==> src/rtl/evc_pkg.sv <==
package evc_pkg;
  localparam int EVC_DATA_W = 16;
  localparam int EVC_ADDR_W = 6;
  localparam int EVC_NUM_EVT = 7;
  localparam int EVC_CODE_W = $clog2(EVC_NUM_EVT + 1);

  localparam logic [EVC_ADDR_W-1:0] OFF_ENABLE = 6'h04;
  localparam logic [EVC_ADDR_W-1:0] OFF_STATUS = 6'h08;
  localparam logic [EVC_ADDR_W-1:0] OFF_VECTOR = 6'h28;

  localparam int BIT_SHIFT_FULL = 11;
  localparam int BIT_BUS_BUSY   = 12;

  // Turns a one-hot grant into its code (bit index + 1); returns 0 for none.
  function automatic logic [EVC_CODE_W-1:0] grant_to_code(
      input logic [EVC_NUM_EVT-1:0] grant);
    logic [EVC_CODE_W-1:0] c;
    c = '0;
    for (int i = 0; i < EVC_NUM_EVT; i++) begin
      if (grant[i]) c = c | EVC_CODE_W'(i + 1);
    end
    return c;
  endfunction
endpackage

==> src/rtl/evc_flag_bank.sv <==
module evc_flag_bank #(
  parameter int N = evc_pkg::EVC_NUM_EVT
) (
  input  logic         clk,
  input  logic         rst_n,
  input  logic [N-1:0] set_vec,
  input  logic [N-1:0] clr_vec,
  output logic [N-1:0] flags
);
  // Each flag is a sticky bit: a set in the same cycle as a clear keeps it set.
  for (genvar i = 0; i < N; i++) begin : g_flag
    always_ff @(posedge clk or negedge rst_n) begin
      if (!rst_n)          flags[i] <= 1'b0;
      else if (set_vec[i]) flags[i] <= 1'b1;
      else if (clr_vec[i]) flags[i] <= 1'b0;
    end
  end
endmodule

==> src/rtl/evc_prio_enc.sv <==
module evc_prio_enc #(
  parameter int N  = evc_pkg::EVC_NUM_EVT,
  parameter int CW = evc_pkg::EVC_CODE_W
) (
  input  logic [N-1:0]  pending,
  output logic [N-1:0]  grant,
  output logic [CW-1:0] code,
  output logic          any
);
  logic [N:0] seen;

  assign seen[0] = 1'b0;
  // Ripple chain: bit i is granted only if no lower bit is pending.
  for (genvar i = 0; i < N; i++) begin : g_chain
    assign grant[i]  = pending[i] & ~seen[i];
    assign seen[i+1] = seen[i] | pending[i];
  end

  assign any  = seen[N];
  assign code = CW'(evc_pkg::grant_to_code(evc_pkg::EVC_NUM_EVT'(grant)));
endmodule

==> src/rtl/evc_reg_if.sv <==
module evc_reg_if #(
  parameter int DW = evc_pkg::EVC_DATA_W,
  parameter int AW = evc_pkg::EVC_ADDR_W,
  parameter int N  = evc_pkg::EVC_NUM_EVT,
  parameter int CW = evc_pkg::EVC_CODE_W
) (
  input  logic          clk,
  input  logic          rst_n,
  input  logic [AW-1:0] addr,
  input  logic          wr,
  input  logic          rd,
  input  logic [DW-1:0] wdata,
  input  logic [N-1:0]  flags,
  input  logic          shift_full,
  input  logic          bus_busy,
  input  logic [N-1:0]  grant,
  input  logic [CW-1:0] code,
  output logic [DW-1:0] rdata,
  output logic [N-1:0]  enable,
  output logic [N-1:0]  w1c_vec,
  output logic [N-1:0]  vec_clr
);
  import evc_pkg::*;

  logic hit_enable, hit_status, hit_vector;
  logic unused_wdata;

  assign hit_enable   = (addr == OFF_ENABLE);
  assign hit_status   = (addr == OFF_STATUS);
  assign hit_vector   = (addr == OFF_VECTOR);
  assign unused_wdata = ^wdata[DW-1:N];

  always_ff @(posedge clk or negedge rst_n) begin
    if (!rst_n)                enable <= '0;
    else if (wr && hit_enable) enable <= wdata[N-1:0];
  end

  // Clearing sources: write-one-to-clear on status, read-to-clear on vector.
  assign w1c_vec = (wr && hit_status) ? wdata[N-1:0] : '0;
  assign vec_clr = (rd && hit_vector) ? grant : '0;

  always_comb begin
    rdata = '0;
    if (hit_enable) begin
      rdata[N-1:0] = enable;
    end else if (hit_status) begin
      rdata[N-1:0]          = flags;
      rdata[BIT_SHIFT_FULL] = shift_full;
      rdata[BIT_BUS_BUSY]   = bus_busy;
    end else if (hit_vector) begin
      rdata[CW-1:0] = code;
    end
  end
endmodule

==> src/rtl/evt_vector_ctrl.sv <==
module evt_vector_ctrl #(
  parameter int DATA_W  = evc_pkg::EVC_DATA_W,
  parameter int ADDR_W  = evc_pkg::EVC_ADDR_W,
  parameter int NUM_EVT = evc_pkg::EVC_NUM_EVT
) (
  input  logic              clk,
  input  logic              rst_n,
  input  logic [ADDR_W-1:0] reg_addr,
  input  logic              reg_wr,
  input  logic              reg_rd,
  input  logic [DATA_W-1:0] reg_wdata,
  output logic [DATA_W-1:0] reg_rdata,
  input  logic              evt_arb_lost,
  input  logic              evt_nack,
  input  logic              evt_acc_rdy,
  input  logic              evt_rx_rdy,
  input  logic              evt_tx_rdy,
  input  logic              evt_stop,
  input  logic              evt_slave_addr,
  input  logic              lvl_shift_full,
  input  logic              lvl_bus_busy,
  output logic              irq
);
  localparam int CODE_W = $clog2(NUM_EVT + 1);

  logic [NUM_EVT-1:0] evt_vec;
  logic [NUM_EVT-1:0] flags;
  logic [NUM_EVT-1:0] enable;
  logic [NUM_EVT-1:0] pending;
  logic [NUM_EVT-1:0] grant;
  logic [NUM_EVT-1:0] w1c_vec;
  logic [NUM_EVT-1:0] vec_clr;
  logic [NUM_EVT-1:0] clr_vec;
  logic [CODE_W-1:0]  vec_code;
  logic               any_pending;

  // Bit order of the event vector sets the priority: bit 0 is the highest.
  assign evt_vec = NUM_EVT'({evt_slave_addr, evt_stop, evt_tx_rdy, evt_rx_rdy,
                             evt_acc_rdy, evt_nack, evt_arb_lost});
  assign clr_vec = w1c_vec | vec_clr;
  assign pending = flags & enable;
  assign irq     = any_pending;

  evc_flag_bank #(.N(NUM_EVT)) u_flags (
    .clk     (clk),
    .rst_n   (rst_n),
    .set_vec (evt_vec),
    .clr_vec (clr_vec),
    .flags   (flags)
  );

  evc_prio_enc #(.N(NUM_EVT), .CW(CODE_W)) u_enc (
    .pending (pending),
    .grant   (grant),
    .code    (vec_code),
    .any     (any_pending)
  );

  evc_reg_if #(.DW(DATA_W), .AW(ADDR_W), .N(NUM_EVT), .CW(CODE_W)) u_regs (
    .clk        (clk),
    .rst_n      (rst_n),
    .addr       (reg_addr),
    .wr         (reg_wr),
    .rd         (reg_rd),
    .wdata      (reg_wdata),
    .flags      (flags),
    .shift_full (lvl_shift_full),
    .bus_busy   (lvl_bus_busy),
    .grant      (grant),
    .code       (vec_code),
    .rdata      (reg_rdata),
    .enable     (enable),
    .w1c_vec    (w1c_vec),
    .vec_clr    (vec_clr)
  );
endmodule

==> config.mk <==
export PLATFORM = sky130hd
export DESIGN_NAME = evt_vector_ctrl
export DESIGN_NICKNAME = d
export VERILOG_FILES = /design/src/rtl/evc_pkg.sv /design/src/rtl/evc_flag_bank.sv /design/src/rtl/evc_prio_enc.sv /design/src/rtl/evc_reg_if.sv /design/src/rtl/evt_vector_ctrl.sv
export SDC_FILE = /design/constraint.sdc
export NUM_CORES = 1
export LEC_CHECK = 0
export BUFFER_PORTS_ARGS = -buffer_cell sky130_fd_sc_hd__buf_2
export CAP_MARGIN = 30
export CORE_AREA = 2 2 43 65
export CTS_CLUSTER_SIZE = 20
export DETAILED_ROUTE_END_ITERATION = 10
export DIE_AREA = 0 0 45 67
export GPL_TIMING_DRIVEN = 1
export PLACE_DENSITY = 0.8
export SLEW_MARGIN = 20
export SYNTH_ARGS = -nofsm -noshare
export SYNTH_HDL_FRONTEND = slang
export SYNTH_HIERARCHICAL = 1
export SYNTH_SLANG_ARGS = --single-unit
==> constraint.sdc <==
create_clock -name clk -period 2.67 [get_ports clk]
set_clock_uncertainty 0.2 [all_clocks]
set_input_delay 0.4005 -clock clk [delete_from_list [all_inputs] [get_ports clk]]
set_output_delay 0.4005 -clock clk [all_outputs]
set_load 0.1 [all_outputs]
# --- Word-level counts from Yosys, hierarchy flattened ---
# Index checks and enable logic that the tools add are counted.
# Widths: inputs -> output; s select.
word_totals:
  regBits: 14
  inputBits: 35
  output_inout_bits: 17
classes:
  eq_ne: 3
  mux: 29
  bitwise_logic: 20
  reduce_logical: 10
op_table:
  columns: ["cell", "n"]
  rows:
  - ["$mux 7", 3]
  - ["$mux 3", 6]
  - ["$mux 1", 15]
  - ["$reduce_bool 2->1", 7]
  - ["$mux 2", 4]
  - ["$and 7x7->7", 1]
  - ["$or 7x7->7", 1]
  - ["$and 1x1->1", 6]
  - ["$eq 6x3->1 const B", 1]
  - ["$eq 6x4->1 const B", 1]
  - ["$eq 6x6->1 const B", 1]
  - ["$not 1->1", 6]
  - ["$or 1x1->1", 6]
  - ["$mux 4", 1]
  - ["$logic_and 1x1->1", 3]

# --- Depth between registers and ports, before layout ---
logic_depth:
  depth_word: 12
  depth_mapped: 8
  ltp_nobuf: 8

# --- Modules after synthesis ---
# The synthesis kept the hierarchy.
by_module_without_submodules:
  columns: ["mod", "n_inst", "cells_each", "area_per_inst_um2", "seq_area_each_um2"]
  rows:
  - ["evc_reg_if", 1, 61, 596.8, 175.2]
  - ["evc_flag_bank", 1, 21, 254.0, 175.2]
  - ["evc_prio_enc", 1, 23, 138.9, 0.0]
  - ["evt_vector_ctrl", 1, 14, 87.6, 0.0]

# --- Least setup slack after synthesis ---
# Ideal clock, no wire load.
synth_timing:
  path_kind: "register -> output"
  start: "register u_flags.flags[1]"
  end: "output reg_rdata[2]"
  t_arrival_ps: 2627
  t_required_ps: 2069
  path_slack_ps: -558
  path_stages_with_launch: 6
  n_path_buf: 0
  cell_sequence: "dfrtp_1 and2_1 or3_4 a21oi_1 mux2i_1 o2bb2ai_1"
synth_between:
  elab_chain_len: 12
  elab_cells_between_ends: 21
  cone_classes: "mux (7); bitwise (14)"
synth_lines:
  columns: ["element", "line_no", "text"]
  rows:
  - ["start: declaration", "evc_flag_bank.sv:8", "output logic [N-1:0] flags"]
  - ["start signal: indexed assignment", "evc_flag_bank.sv:13", "if (!rst_n) flags[i] <= 1'b0;"]
  - ["start signal: indexed assignment", "evc_flag_bank.sv:14", "else if (set_vec[i]) flags[i] <= 1'b1;"]
  - ["start signal: indexed assignment", "evc_flag_bank.sv:15", "else if (clr_vec[i]) flags[i] <= 1'b0;"]
  - ["$and 7x7->7 *", "evt_vector_ctrl.sv:41", "assign pending = flags & enable;"]
  - ["via pending[1]", "evt_vector_ctrl.sv:29", "logic [NUM_EVT-1:0] pending;"]
  - ["$or 1x1->1 * (2 in a row)", "evc_prio_enc.sv:16", "assign seen[i+1] = seen[i] | pending[i];"]
  - ["$not 1->1 or $or 1x1->1 (tied branches)", "evc_prio_enc.sv:15, evc_prio_enc.sv:16", null]
  - ["$and 1x1->1 (tied with other cells)", "evc_prio_enc.sv:15", "assign grant[i] = pending[i] & ~seen[i];"]
  - ["$mux 3 (tied with other cells) (2 in a row)", "evc_pkg.sv:20", "if (grant[i]) c = c | EVC_CODE_W'(i + 1);"]
  - ["$mux 3 or $and 1x1->1 (tied branches)", "evc_pkg.sv:20, evc_prio_enc.sv:15", null]
  - ["$mux 3 *", "evc_pkg.sv:20", null]
  - ["via vec_code[2]", "evt_vector_ctrl.sv:34", "logic [CODE_W-1:0] vec_code;"]
  - ["$mux 3 *", "evc_reg_if.sv:50", "end else if (hit_vector) begin"]
  - ["$mux 3 *", "evc_reg_if.sv:46", "end else if (hit_status) begin"]
  - ["$mux 7 *", "evc_reg_if.sv:44", "if (hit_enable) begin"]
  - ["end: declaration", "evt_vector_ctrl.sv:12", "output logic [DATA_W-1:0] reg_rdata,"]
# Mark *: on every way through the listed nets, which the timed path passes. The rest lies on a longest branch.

# --- Worst setup path after layout ---
# Ends and elaborated chain as after synthesis.

==> results.yml <==
outcome:
  status: "completed"
placement:
  placed_cells: 173
  dp_slack_ns: 0.260
  gp_congestion: 0.806
  placed_cell_area_sq_um: 1370
  dpl.hpwl_mm: 1.80
  numPortBuffers: 35
synth:
  synth-edff-count: 0
  synth_common_cells: "and2_1, dfrtp_1, inv_1"
  synth_ff_type: "dfrtp_1"
  syn_inst: 119
  synthTopCellsByArea: "dfrtp_1, and2_1, mux2_2"
  syn_area_sq_um: 1080
  yosysMostFrequentCell: "and2_1"
  ys_ff_latch: 14
  synth-seq-area-share_pct: 32.5
  avgSynthCellArea_sq_um: 9.05
  synth_top_area_share_pct: 32.5
  synth.distinct_cells: 29
  yosysWarnings: 6
  yosys.area.top_type: "dfrtp_1"
  synthArstFlopShare_pct: 100
timing:
  slew_violations: 0
  tns_ns: 0
  whs_ns: 0.100
  setup-violations-final: 0
  fin_crit_ns: 2.60
  fmax_mhz: 384
  final.period_utilization_pct: 97.4
  grt_setup_unrepaired: "false"
  hold_violations: 0
  setup_ws_ns: 0.0691
critical_path:
  worstPathArrival_ns: 2.00
  end_kind: "output port"
  worst_path_max_delay_cell: "or3_4"
  path_class: "flop to output port"
  cp_cell_sequence: "and2_1, or3_4, a21oi_1, mux2i_1, o2bb2ai_2, buf_12"
  slowest_delay_ns: 0.43
  cp-start-kind: "flop"
  path_max_fanout: 5
  critical_path_required_ns: 2.07
power:
  power_uw: 598
  leakage_nw: 0.665
  power_density_nw_per_um2: 426
  p_sw_share_pct: 40.2
  seqPwrFrac_pct: 39.5
  vdd_ir_drop_max_v: 0.000285
  internal_power_uw: 358
  clkPwrFrac_pct: 19.0
  switching_power_uw: 241
  comb_power_share_pct: 41.5
layout:
  multi_input_area_sq_um: 644
  final_util_pct: 58.0
  ff_latch_area_sq_um: 350
  design_area_sq_um: 1410
  stdcell_count: 177
  fill_cells: 218
  final_nets: 190
  drive_gt1_share_pct: 35.3
  diodes: 0
  area_delta_synth_final_pct: 30.4
floorplanning:
  ios: 52
  die_y_um: 67
  die_w_um: 45
  num_rows: 22
  start_util_pct: 44.5
  die_area_sq_um: 3020
  core_sq_um: 2420
cts:
  clock_sinks: 14
  cts_buffer_depth: 2
  cts_tree: "done"
  clkLatencyLatePin_ns: 0.27
  path_clk_slew_ns: 0.08
  root_buffer: "clkbuf_4"
  numCtsBuffers: 3
  cts_htree_levels: 1
global_route:
  antenna_found_initial: 0
  track_usage_pct: 17.4
  gr-total-overflow: 0
  grt_max_degree: 15
  grt_pass1_vias: 944
  grt_pass1_wl_mm: 3.86
route:
  drc: 0
  initialDrtViolationCount: 10
  vias: 925
  dr.pass1.iters: 4
  vias_per_cell: 5.23
  final_antenna_net_count: 0
  wl_per_cell_um: 13.1
  routed_wl_mm: 2.32
worst_hold_path:
  hold_path_class: "input pin to flop"
flow_run:
  drv_cap: 0
## logic make-up after synthesis
| family | after synthesis | synth area share (%) |
|---|---|---|
| and+or+nand+nor | 53 | 32.5 |
| AOI/OAI and AO/OA | 20 | 13.6 |
| buffers and inverters | 21 | 10.9 |
| muxes | 10 | 10.1 |
| other | 1 | 0.348 |
| DFF | 14 | 32.5 |
## cells in the final DEF (no fill, tap or decap), types with 3 or more instances in the layout
master and count:
buf_2 26, and2_1 17, dfrtp_1 14, inv_1 10, buf_12 9, a21o_1 8, and3_1 8, or2_1 7
mux2_2 7, conb_1 7, nor2_1 6, a22o_1 4, clkbuf_4 3, a21oi_1 3, mux2i_1 3
## per-layer routing
metal | vias up | routed length, um | track usage, %
met5 | - | 0 | 0
met4 | 0 | 21 | 9.56
met3 | 2 | 101 | 2.71
met2 | 23 | 1320 | 31.3
met1 | 441 | 878 | 18.4
li1 | 459 | - | -
## registers in the layout, indices dropped and copies added, names as in the netlist
signal and flops:
u_regs/enable 7, u_flags/flags 7
## area by class of cell
class                      count  share of cell area (%)
multi-input combinational     90                    45.9
timing repair buffer          36                    22.8
inverter                      10                    2.67
tap                           24                    2.14
sequential                    14                    24.9
clock buffer                   3                    1.60
## path summary, 6_finish.rpt
check	start	endpoint	slack, ns	cells after the start
setup / recovery	u_flags/flags[1]	reg_rdata[2]	0.07	6
hold / removal	evt_rx_rdy	u_flags/flags[3]	0.10	2
setup reg to reg	u_flags/flags[1]	u_flags/flags[6]	0.58	8
hold reg to reg	u_flags/flags[3]	u_flags/flags[3]	0.31	1
max in group asynchronous	rst_n	u_flags/flags[2]	1.65	2
min in group asynchronous	rst_n	u_flags/flags[4]	0.37	2
## repair_timing
| action | 4_1_cts | 5_1_grt |
|---|---|---|
| setup buffers | 0 | 0 |
| gates resized for setup | 0 | 1 |
| hold buffers | 1 | 0 |
| endpoints found under the setup margin | 0 | 1 |
| hold endpoints to repair | 14 | 0 |
## power by group through the flow
stage               Combinational (mW)  Sequential, mW  Clock, mW
finish                           0.248           0.236      0.114
global route                     0.265           0.238      0.132
CTS                              0.248           0.236      0.121
detailed placement               0.246           0.240          0
global placement                 0.241           0.239          0
floorplan                        0.206           0.238          0
## worst max-delay path, delay by kind of cell, from the launching register on
kind | cells | cell delay, ns
DFF | 1 | 0.40
buffers and inverters | 1 | 0.20
AOI/OAI and AO/OA | 2 | 0.38
and+or+nand+nor | 2 | 0.64
muxes | 1 | 0.12
Power figures use the tool's default switching activity.
